**src/rtl/brkw_pkg.sv**
```systemverilog
package brkw_pkg;
  localparam int ADDR_W = 32;
  localparam int HALF_W = 16;
  localparam int REG_AW = 3;

  typedef enum logic [REG_AW-1:0] {
    REG_ADDR_HI = 3'd0,
    REG_ADDR_LO = 3'd1,
    REG_MASK_HI = 3'd2,
    REG_MASK_LO = 3'd3,
    REG_COND    = 3'd4
  } regSel_e;

  // configuration strobes handed from control to datapath
  typedef struct packed {
    logic [ADDR_W-1:0] brkAddr;
    logic [ADDR_W-1:0] brkMask;
    logic              cpuEn;
    logic              dmaEn;
  } brkCfg_t;
endpackage

```
**src/rtl/brkw_regs.sv**
```systemverilog
module brkw_regs
  import brkw_pkg::*;
#(
  parameter int DW     = HALF_W,
  parameter int AW     = REG_AW,
  parameter int SEL_LO = 6,
  parameter int COND_W = 8
) (
  input  logic          clk,
  input  logic          rstN,
  input  logic [AW-1:0] regAddr,
  input  logic          regWrEn,
  input  logic [DW-1:0] regWrData,
  output logic [DW-1:0] regRdData,
  output brkCfg_t       cfg
);
  localparam int NHALF = 2;

  logic [DW-1:0]     addrHalf [NHALF];
  logic [DW-1:0]     maskHalf [NHALF];
  logic [COND_W-1:0] condReg;

  // half 1 = high word (even address), half 0 = low word (odd address)
  for (genvar h = 0; h < NHALF; h++) begin : g_half
    localparam logic [AW-1:0] A_SEL = (h == 1) ? REG_ADDR_HI : REG_ADDR_LO;
    localparam logic [AW-1:0] M_SEL = (h == 1) ? REG_MASK_HI : REG_MASK_LO;
    always_ff @(posedge clk) begin
      if (!rstN) begin
        addrHalf[h] <= '0;
        maskHalf[h] <= '0;
      end else if (regWrEn) begin
        if (regAddr == A_SEL) addrHalf[h] <= regWrData;
        if (regAddr == M_SEL) maskHalf[h] <= regWrData;
      end
    end
  end

  always_ff @(posedge clk) begin
    if (!rstN)                              condReg <= '0;
    else if (regWrEn && regAddr == REG_COND) condReg <= regWrData[COND_W-1:0];
  end

  always_comb begin
    regRdData = '0;
    case (regAddr)
      REG_ADDR_HI: regRdData = addrHalf[1];
      REG_ADDR_LO: regRdData = addrHalf[0];
      REG_MASK_HI: regRdData = maskHalf[1];
      REG_MASK_LO: regRdData = maskHalf[0];
      REG_COND:    regRdData = {{(DW-COND_W){1'b0}}, condReg};
      default:     regRdData = '0;
    endcase
  end

  always_comb begin
    cfg.brkAddr = {addrHalf[1], addrHalf[0]};
    cfg.brkMask = {maskHalf[1], maskHalf[0]};
    cfg.cpuEn   = condReg[SEL_LO];
    cfg.dmaEn   = condReg[SEL_LO+1];
  end

  // upper condition byte never reads as set
  p_rsvd_zero_r3: assert property (@(posedge clk) disable iff (!rstN)
    (regAddr == REG_COND) |-> (regRdData[DW-1:COND_W] == '0));
  // unused word addresses read zero
  p_hole_zero_r2: assert property (@(posedge clk) disable iff (!rstN)
    (regAddr > REG_COND) |-> (regRdData == '0));
  // with no write strobe the configuration holds
  p_cfg_hold_r2: assert property (@(posedge clk) disable iff (!rstN)
    !regWrEn |=> $stable(cfg));
endmodule

```
**src/rtl/brkw_match.sv**
```systemverilog
module brkw_match
  import brkw_pkg::*;
#(
  parameter int AW  = ADDR_W,
  parameter int SEG = HALF_W
) (
  input  logic          clk,
  input  logic          rstN,
  input  brkCfg_t       cfg,
  input  logic          busValid,
  input  logic [AW-1:0] busAddr,
  input  logic          busIsDma,
  output logic          brkReq
);
  localparam int NSEG = AW / SEG;

  logic [NSEG-1:0] segHit;
  logic            addrHit;
  logic            masterOk;
  logic            cycleHit;

  // compare each address segment separately, then combine
  for (genvar s = 0; s < NSEG; s++) begin : g_seg
    logic [SEG-1:0] diff;
    assign diff      = (busAddr[s*SEG +: SEG] ^ cfg.brkAddr[s*SEG +: SEG])
                       & ~cfg.brkMask[s*SEG +: SEG];
    assign segHit[s] = (diff == '0);
  end

  assign addrHit  = &segHit;
  assign masterOk = busIsDma ? cfg.dmaEn : cfg.cpuEn;
  assign cycleHit = busValid && addrHit && masterOk;

  always_ff @(posedge clk) begin
    if (!rstN) brkReq <= 1'b0;
    else       brkReq <= cycleHit;
  end

  // a request always follows a valid cycle
  p_need_valid_r10: assert property (@(posedge clk) disable iff (!rstN)
    brkReq |-> $past(busValid));
  // selector code 00 never lets a request through
  p_sel_off_r6: assert property (@(posedge clk) disable iff (!rstN)
    brkReq |-> $past(cfg.cpuEn || cfg.dmaEn));
  // master type must be enabled in the cycle seen
  p_master_gate_r7: assert property (@(posedge clk) disable iff (!rstN)
    brkReq |-> ($past(busIsDma) ? $past(cfg.dmaEn) : $past(cfg.cpuEn)));
  // no request when an unmasked bit differed
  p_unmasked_eq_r5: assert property (@(posedge clk) disable iff (!rstN)
    brkReq |-> ($past((busAddr ^ cfg.brkAddr) & ~cfg.brkMask) == '0));
  // a request with no valid cycle beforehand drops next clock
  p_pulse_r11: assert property (@(posedge clk) disable iff (!rstN)
    (brkReq && !busValid) |=> !brkReq);
endmodule

```
**src/rtl/brk_addr_watch.sv**
```systemverilog
module brk_addr_watch
  import brkw_pkg::*;
(
  input  logic              clk,
  input  logic              rstN,
  input  logic [REG_AW-1:0] regAddr,
  input  logic              regWrEn,
  input  logic [HALF_W-1:0] regWrData,
  output logic [HALF_W-1:0] regRdData,
  input  logic              busValid,
  input  logic [ADDR_W-1:0] busAddr,
  input  logic              busIsDma,
  output logic              brkReq
);
  brkCfg_t cfg;

  brkw_regs #(.DW(HALF_W), .AW(REG_AW)) u_regs (
    .clk(clk), .rstN(rstN), .regAddr(regAddr), .regWrEn(regWrEn),
    .regWrData(regWrData), .regRdData(regRdData), .cfg(cfg)
  );

  brkw_match #(.AW(ADDR_W), .SEG(HALF_W)) u_match (
    .clk(clk), .rstN(rstN), .cfg(cfg), .busValid(busValid),
    .busAddr(busAddr), .busIsDma(busIsDma), .brkReq(brkReq)
  );
endmodule

```
**config.mk**
```make
export PLATFORM = sky130hd
export DESIGN_NAME = brk_addr_watch
export DESIGN_NICKNAME = d
export VERILOG_FILES = /design/src/rtl/brkw_pkg.sv /design/src/rtl/brkw_regs.sv /design/src/rtl/brkw_match.sv /design/src/rtl/brk_addr_watch.sv
export SDC_FILE = /design/constraint.sdc
export NUM_CORES = 1
export LEC_CHECK = 0
export CAP_MARGIN = 20
export CORE_MARGIN = 4
export CORE_UTILIZATION = 30
export CTS_CLUSTER_DIAMETER = 80
export DETAILED_ROUTE_END_ITERATION = 12
export DONT_BUFFER_PORTS = 1
export SETUP_SLACK_MARGIN = 0.05
export SYNTH_ARGS = -nofsm -noshare
export SYNTH_HDL_FRONTEND = slang
export SYNTH_HIERARCHICAL = 1
export SYNTH_SLANG_ARGS = --single-unit
```
**constraint.sdc**
```tcl
create_clock -name clk -period 3.6 [get_ports clk]
set_input_delay 0.72 -clock clk [delete_from_list [all_inputs] [get_ports clk]]
set_output_delay 0.72 -clock clk [all_outputs]
set_load 0.05 [all_outputs]
```
======== Word-level counts from Yosys, hierarchy flattened ========
Memories as Yosys holds them, arrays and structs flattened.
Cells that the tools add are included.
storage, ports and cells
  register bits after elaboration ......... 9
  bits in writable memories ............... 64
  output and inout bits ................... 17
  memories kept ........................... 2
memories
  name             words  width  rd ports  clocked after Yosys merged registers in  write ports  line             text
  u_regs.addrHalf  2      16     2         0                                        2            brkw_regs.sv:19  logic [DW-1:0] addrHalf [NHALF];
  u_regs.maskHalf  2      16     2         0                                        2            brkw_regs.sv:20  logic [DW-1:0] maskHalf [NHALF];
operators by class
  equal/unequal tests ..................... 4
  muxes and demuxes ....................... 23
  bitwise gates (word level) .............. 10
  reductions and logical operators ........ 7
operators with widths
  kind                                                                    count
  16-bit case mux with 5 select lines                                     1
  16-bit 2-to-1 mux                                                       4
  16-bit bitwise AND                                                      2
  16-bit logical NOT                                                      2
  16-bit inverter                                                         2
  16-bit XOR                                                              2
  1-bit 2-to-1 mux                                                        18
  3-bit by 2-bit equality test with 1-bit output (second input constant)  2
  1-bit OR                                                                4
  3-bit by 1-bit equality test with 1-bit output (second input constant)  1
  3-bit equality test (second input constant)                             1
  1-bit logical AND                                                       3
  3-bit logical NOT                                                       1
  2-bit AND reduction                                                     1

======== Depth between registers and ports, before layout ========
Gate-level depths: netlist of the first run.
  depth in word-level cells ............... 6
  gate-level depth with buffers ........... 6

======== Hierarchy ========
Netlist of the first run, hierarchy kept.
modules (own cells, without submodules)
  module      instances  cells an instance  area an instance (µm²)  sequential area each (µm²)
  brkw_regs   1          237                3350.7                  2082.0
  brkw_match  1          60                 476.7                   20.0

======== Worst setup path after synthesis of the first run ========
No wires, ideal clock.
  kind .................................... input-to-output
  start point ............................. in regAddr[0]
  end point ............................... out regRdData[1]
  arrival time ............................ 2.384 ns
  required time ........................... 2.880 ns
  path slack .............................. 0.496 ns
  stages on the path ...................... 5
  path through ............................ buf_6 nor2b_1 buf_1 a22oi_1 o21ai_0
between the ends
  longest elaborated chain between the ends .. 2
  elaborated cells on any way between the ends .. 6
ends and longest elaborated chain
  element                                      line                 text
  start, declared                              brk_addr_watch.sv:6  input logic [REG_AW-1:0] regAddr,
  3-bit equality test (tied with other cells)  brkw_regs.sv:45      case (regAddr)
  16-bit case mux with 5 select lines (*)      brkw_regs.sv:45
  end, declared                                brk_addr_watch.sv:9  output logic [HALF_W-1:0] regRdData,
Every way passes the cells marked *; elsewhere a longest branch is shown, timed or not.

======== Worst setup path in the final report of the first run ========
  start point ............................. in regAddr[0]
  end point ............................... out regRdData[3]
The elaborated chain is that of the path after synthesis.

==> run summary, run 1 <==
Bufs on Longest Clock Path -> 2
Worst IR Drop VDD -> 0.288 mV
WL final -> 10.2 mm
worst-path cell chain -> nor2b_1, a22oi_1, o21ai_1, buf_4
antenna violations before repair -> 0
max-cap violations -> 0
final net count -> 372
synthesized area -> 3830 sq um
post-synth top area share -> 0.502
Clock Sinks -> 73
Post-synth EDFFs -> 64
Critical Path Slowest Stage Cell -> nor2b_1
Worst Path Buf+Inv -> 1
leakage power -> 0.00148 uW
Worst Tran Pin Value -> 0.840 ns
clock skew -> 0.00603 ns
flops & latches, synth -> 73
Most used DFF post-synth -> edfxtp_1
synth cell count leaders -> and2_1 (64), edfxtp_1 (64), xnor2_1 (32)
dpl hpwl -> 7.54 mm
average size of a mapped cell -> 12.9 sq um
Syn. warnings -> 6
CP peak stage delay -> 0.56 ns
Multi-input gate area -> 1620 sq um
Die ar. -> 14600 sq um
Final Critical Period -> 2.73 ns
final core utilization -> 0.361
GP Congestion -> 0.800
final period utilization -> 0.759
Max-slew headroom -> 0.436
worst endpoint required time -> 2.88 ns
Async SR Flop Fraction -> 0
Mapped Nets -> 353
WL per Instance -> 20.8 microns
Core ar. -> 12300 sq um
routed vias -> 2405
Remaining DRCs -> 0
vias per cell -> 4.92
cts bufs inserted -> 9
port bufs -> 0
PwrDens -> 488 nW/um^2
Total GRT Usage -> 0.143
WHS -> 0.520 ns
Final TNS setup -> 0 ns
Iter 0 DRT Violations -> 136
post-synth top area cell -> edfxtp_1
dpl ws -> 0.902 ns
final count of negative-setup-slack endpoints -> 0
number of I/O pins -> 73
Hold Buf Count CTS -> 0
Yosys cell types -> 37
crit-path max FO -> 26
worst skew pair latency -> 0.33 ns
share of post-route cells with drive strength above 1 -> 0.190
crit end category -> primary output
CTS tree -> yes
worst hold path type -> reg -> reg
diode count -> 0
largest cells by area after synthesis -> edfxtp_1 (50%), and2_1 (10%), xnor2_1 (7.3%)
CP Depth -> 4
Root Buffer -> clkbuf_16
Hold Crit Depth -> 2
Worst Setup Start Kind -> primary input
final worst setup slack -> 0.868 ns
CP arrival -> 2.01 ns
Final Hold Viols -> 0
1st-pass router iterations -> 5
area grow syn2layout -> 15.5%
FF/Latch Area -> 2100 sq um
global-route wire length before repair -> 15.1 mm
WS Path Type -> in -> out
DRT antenna net count -> 0
status -> complete, no violations
Achievable Freq -> 0.366 GHz
H-tree depth -> 3
largest net degree at the start of global routing -> 27
Die X -> 121 microns
RSZ-0062 raised after global routing -> no
remaining global-route overflow -> 0
CP top delay family -> simple AND/OR/NAND/NOR gates
DIE HEIGHT -> 121 microns
number of global-route vias before repair -> 2517
register area share after synthesis -> 0.549
Synth Instances -> 297
Post-CTS Resized -> 0
Clock Pin Slew Worst Setup and Hold Paths -> 0.05 ns
Max Slew Vio Count -> 0
Post-CTS Repair Setup Buffers -> 0
Starting Density -> 0.312
row cnt -> 40
FILL cells -> 1238
FF-to-FF path depth -> 4
## power by group
part	switching (uW)	internal (uW)	leakage, uW
Sequential	34.0	974	0.000691
Combinational	147	114	0.000640
Clock	318	571	0.000147
## per-layer routing
metal | GRT usage | part of all wire | up-vias
li1 | - | - | 1125
met1 | 0.188 | 0.45 | 1177
met2 | 0.225 | 0.47 | 97
met3 | 0.0536 | 0.082 | 6
met4 | 0.0269 | 0.0044 | 0
met5 | 0 | 0 | -
## worst min-delay path, stage by stage (launching register included)
cell,delay [ns]
dfxtp_1,0.32
mux2i_1,0.07
nor2b_1,0.10
## path summary, 6_finish.rpt
path | startpoint | slack, ns | to
worst max-delay path | regAddr[0] | 0.87 | regRdData[3]
worst min-delay path | u_regs/condReg[3] | 0.52 | u_regs/condReg[3]
worst max register to register | u_regs/addrHalf[1][10] | 2.16 | u_match/brkReq
worst min register to register | u_regs/condReg[3] | 0.52 | u_regs/condReg[3]
## flip-flops by register name (all words and copies together) (netlist names)
name and flops:
u_regs/condReg 8, u_match/brkReq 1, u_regs/maskHalf 32, u_regs/addrHalf 32
## area by class of cell
cell class / instances / area share
multi-input cells: 206 / 0.366
repair buffers: 25 / 0.0424
well taps: 168 / 0.0475
inverters: 1 / 0.000849
clock inverters: 3 / 0.00877
flip-flops and latches: 73 / 0.475
clock buffers: 13 / 0.0589
## per-stage QoR
step	power [uW]	area, sq um	std cells
final	2160	4420	489
after global routing	2240	4420	489
after CTS	2170	4420	489
after detailed placement	1290	4120	473
after global placement	1280	4120	473
after floorplan	1220	3830	297
## layout by cell type, fill, tap and decap left out, types with 2 or more instances in the layout
cell type | Yosys | routed
clkbuf_8 | 0 | 2
and2_1 | 64 | 64
mux2_2 | 8 | 8
dfxtp_1 | 9 | 9
mux2i_1 | 8 | 8
mux4_2 | 8 | 8
edfxtp_1 | 64 | 64
a32oi_1 | 8 | 8
o22ai_1 | 13 | 13
buf_4 | 6 | 25
o21ai_1 | 1 | 11
clkbuf_16 | 0 | 9
a22oi_1 | 7 | 7
nor2_1 | 9 | 9
nand2b_1 | 3 | 3
nor2b_1 | 19 | 19
o2111ai_1 | 2 | 2
clkbuf_1 | 3 | 2
xnor2_1 | 32 | 32
## cell families (layout without fill, tap and decap cells)
kind of cell,Yosys count,after routing,share of synthesized area
mux,25,25,0.0945
xor+xnor,32,32,0.0732
compound gates,45,45,0.0811
simple gates,104,104,0.173
flops,73,73,0.549
buf+inv,18,42,0.0291
Power figures use the tool's default switching activity.
==> run 2: changes to the inputs <==
==> constraint.sdc (replaced) <==
create_clock -name clk -period 2.3 [get_ports clk]
set_input_delay 0.46 -clock clk [delete_from_list [all_inputs] [get_ports clk]]
set_output_delay 0.46 -clock clk [all_outputs]
set_load 0.05 [all_outputs]
==> run summary, run 2 (same netlist as run 1, synthesis figures left out) <==
total power -> 3220 uW (was 2160 uW)
cts bufs inserted -> 9 (unchanged)
max-cap violations -> 0 (unchanged)
DRT antenna net count -> 0 (unchanged)
Clock Pin Slew Worst Setup and Hold Paths -> 0.06 ns (was 0.05 ns)
Worst Tran Pin Value -> 0.672 ns (was 0.840 ns)
Root Buffer -> clkbuf_16 (unchanged)
most frequent cells in the layout -> and2_1 (64), edfxtp_1 (64), buf_4 (33) (was and2_1 (64), edfxtp_1 (64), xnor2_1 (32))
area grow syn2layout -> 16.0% (was 15.5%)
clock skew -> 0.00280 ns (was 0.00603 ns)
share of post-route cells with drive strength above 1 -> 0.207 (was 0.190)
crit-path max FO -> 2 (was 26)
global-route wire length before repair -> 15.9 mm (was 15.1 mm)
CTS tree -> yes (unchanged)
antenna violations before repair -> 0 (unchanged)
Worst Setup Start Kind -> register (was primary input)
final core utilization -> 0.362 (was 0.361)
final count of negative-setup-slack endpoints -> 0 (unchanged)
WS Path Type -> reg -> out (was in -> out)
Hold Buf Count CTS -> 0 (unchanged)
remaining global-route overflow -> 0 (unchanged)
DIE HEIGHT -> 121 microns (unchanged)
GP Congestion -> 0.822 (was 0.800)
largest registers -> u_regs/addrHalf: 32 flops, u_regs/maskHalf: 32 flops, u_regs/condReg: 8 flops (unchanged)
CP arrival -> 1.59 ns (was 2.01 ns)
Die ar. -> 14600 sq um (unchanged)
vias per cell -> 4.91 (was 4.92)
RSZ-0062 raised after global routing -> no (unchanged)
port bufs -> 0 (unchanged)
routed vias -> 2440 (was 2405)
Iter 0 DRT Violations -> 158 (was 136)
row cnt -> 40 (unchanged)
worst skew pair latency -> 0.33 ns (about the same)
Final Hold Viols -> 0 (unchanged)
final net count -> 380 (was 372)
worst endpoint required time -> 1.84 ns (was 2.88 ns)
PwrDens -> 726 nW/um^2 (was 488 nW/um^2)
Post-CTS Repair Setup Buffers -> 0 (unchanged)
H-tree depth -> 3 (unchanged)
diode count -> 0 (unchanged)
WL final -> 10.6 mm (was 10.2 mm)
Core ar. -> 12300 sq um (unchanged)
dpl hpwl -> 7.96 mm (was 7.54 mm)
Final TNS setup -> 0 ns (unchanged)
FILL cells -> 1225 (was 1238)
Starting Density -> 0.312 (unchanged)
Remaining DRCs -> 0 (unchanged)
Bufs on Longest Clock Path -> 2 (unchanged)
number of I/O pins -> 73 (unchanged)
Max-slew headroom -> 0.551 (was 0.436)
Clock Sinks -> 73 (unchanged)
number of global-route vias before repair -> 2633 (was 2517)
leakage power -> 0.00150 uW (was 0.00148 uW)
largest net degree at the start of global routing -> 27 (unchanged)
final period utilization -> 0.891
Die X -> 121 microns (unchanged)
crit end category -> primary output (unchanged)
1st-pass router iterations -> 4 (was 5)
WL per Instance -> 21.3 microns (was 20.8 microns)
Post-CTS Resized -> 0 (unchanged)
Worst IR Drop VDD -> 0.400 mV (was 0.288 mV)
worst hold path type -> in -> reg (was reg -> reg)
Achievable Freq -> 0.488 GHz
Max Slew Vio Count -> 0 (unchanged)
Total GRT Usage -> 0.149 (was 0.143)
Final Critical Period -> 2.05 ns
status -> complete, no violations (unchanged)
-- run 2: changes by cell type in the layout (fill, tap and decap cells not counted), sizes merged --
cell	previous run	this run
clkbuf	13	11
buf	25	33
bufinv	1	0
clkinv	2	5
-- run 2: path summary, 6_finish.rpt --
kind	startpoint	endpoint	slack, ns	cells past startpoint
max	u_regs/maskHalf[0][1]	regRdData[1]	0.25	4
min reg2reg	u_regs/condReg[0]	u_regs/condReg[0]	0.51	2
min	rstN	u_regs/condReg[6]	0.26	1
max reg2reg	u_regs/addrHalf[1][10]	u_match/brkReq	0.87	4
-- run 2: power by group --
part           internal [uW]  switching [uW]
logic                    186             233
registers               1520            55.2
clock network            716             508
-- run 2: routing by layer --
metal	GRT usage	up-vias	routed length, microns
met5	0	-	0
met4	0.0510	0	241
met3	0.0452	19	619
met2	0.244	86	5080
met1	0.188	1192	4630
li1	-	1143	-
-- run 2: worst max-delay path: stages, from the launching register on --
cell and delay (ns):
edfxtp_1 0.46, mux2_2 0.30, a32oi_1 0.19, o21ai_1 0.10, buf_4 0.20
-- run 2: metrics by stage --
step           hold slack, ns  std cells  setup WS, ns  instance area, sq um
5_1_grt                 0.256        497         0.191                  4440
2_1_floorplan           0.475        297        -0.151                  3830
3_5_place_dp            0.503        481         0.464                  4180
4_1_cts                 0.251        497         0.238                  4440
3_3_place_gp            0.501        481         0.508                  4180
6_report                0.260        497         0.250                  4440
-- run 2: layout make-up --
| class | count | area (sq um) | share of cell area |
|---|---|---|---|
| Multi-Input combinational cell | 206 | 1620 | 0.365 |
| Timing Repair Buffer | 33 | 248 | 0.0558 |
| Clock buffer | 11 | 233 | 0.0524 |
| Sequential cell | 73 | 2100 | 0.474 |
| Clock inverter | 5 | 22.5 | 0.00507 |
| Inverter | 1 | 3.75 | 0.000846 |
| Tap cell | 168 | 210 | 0.0474 |
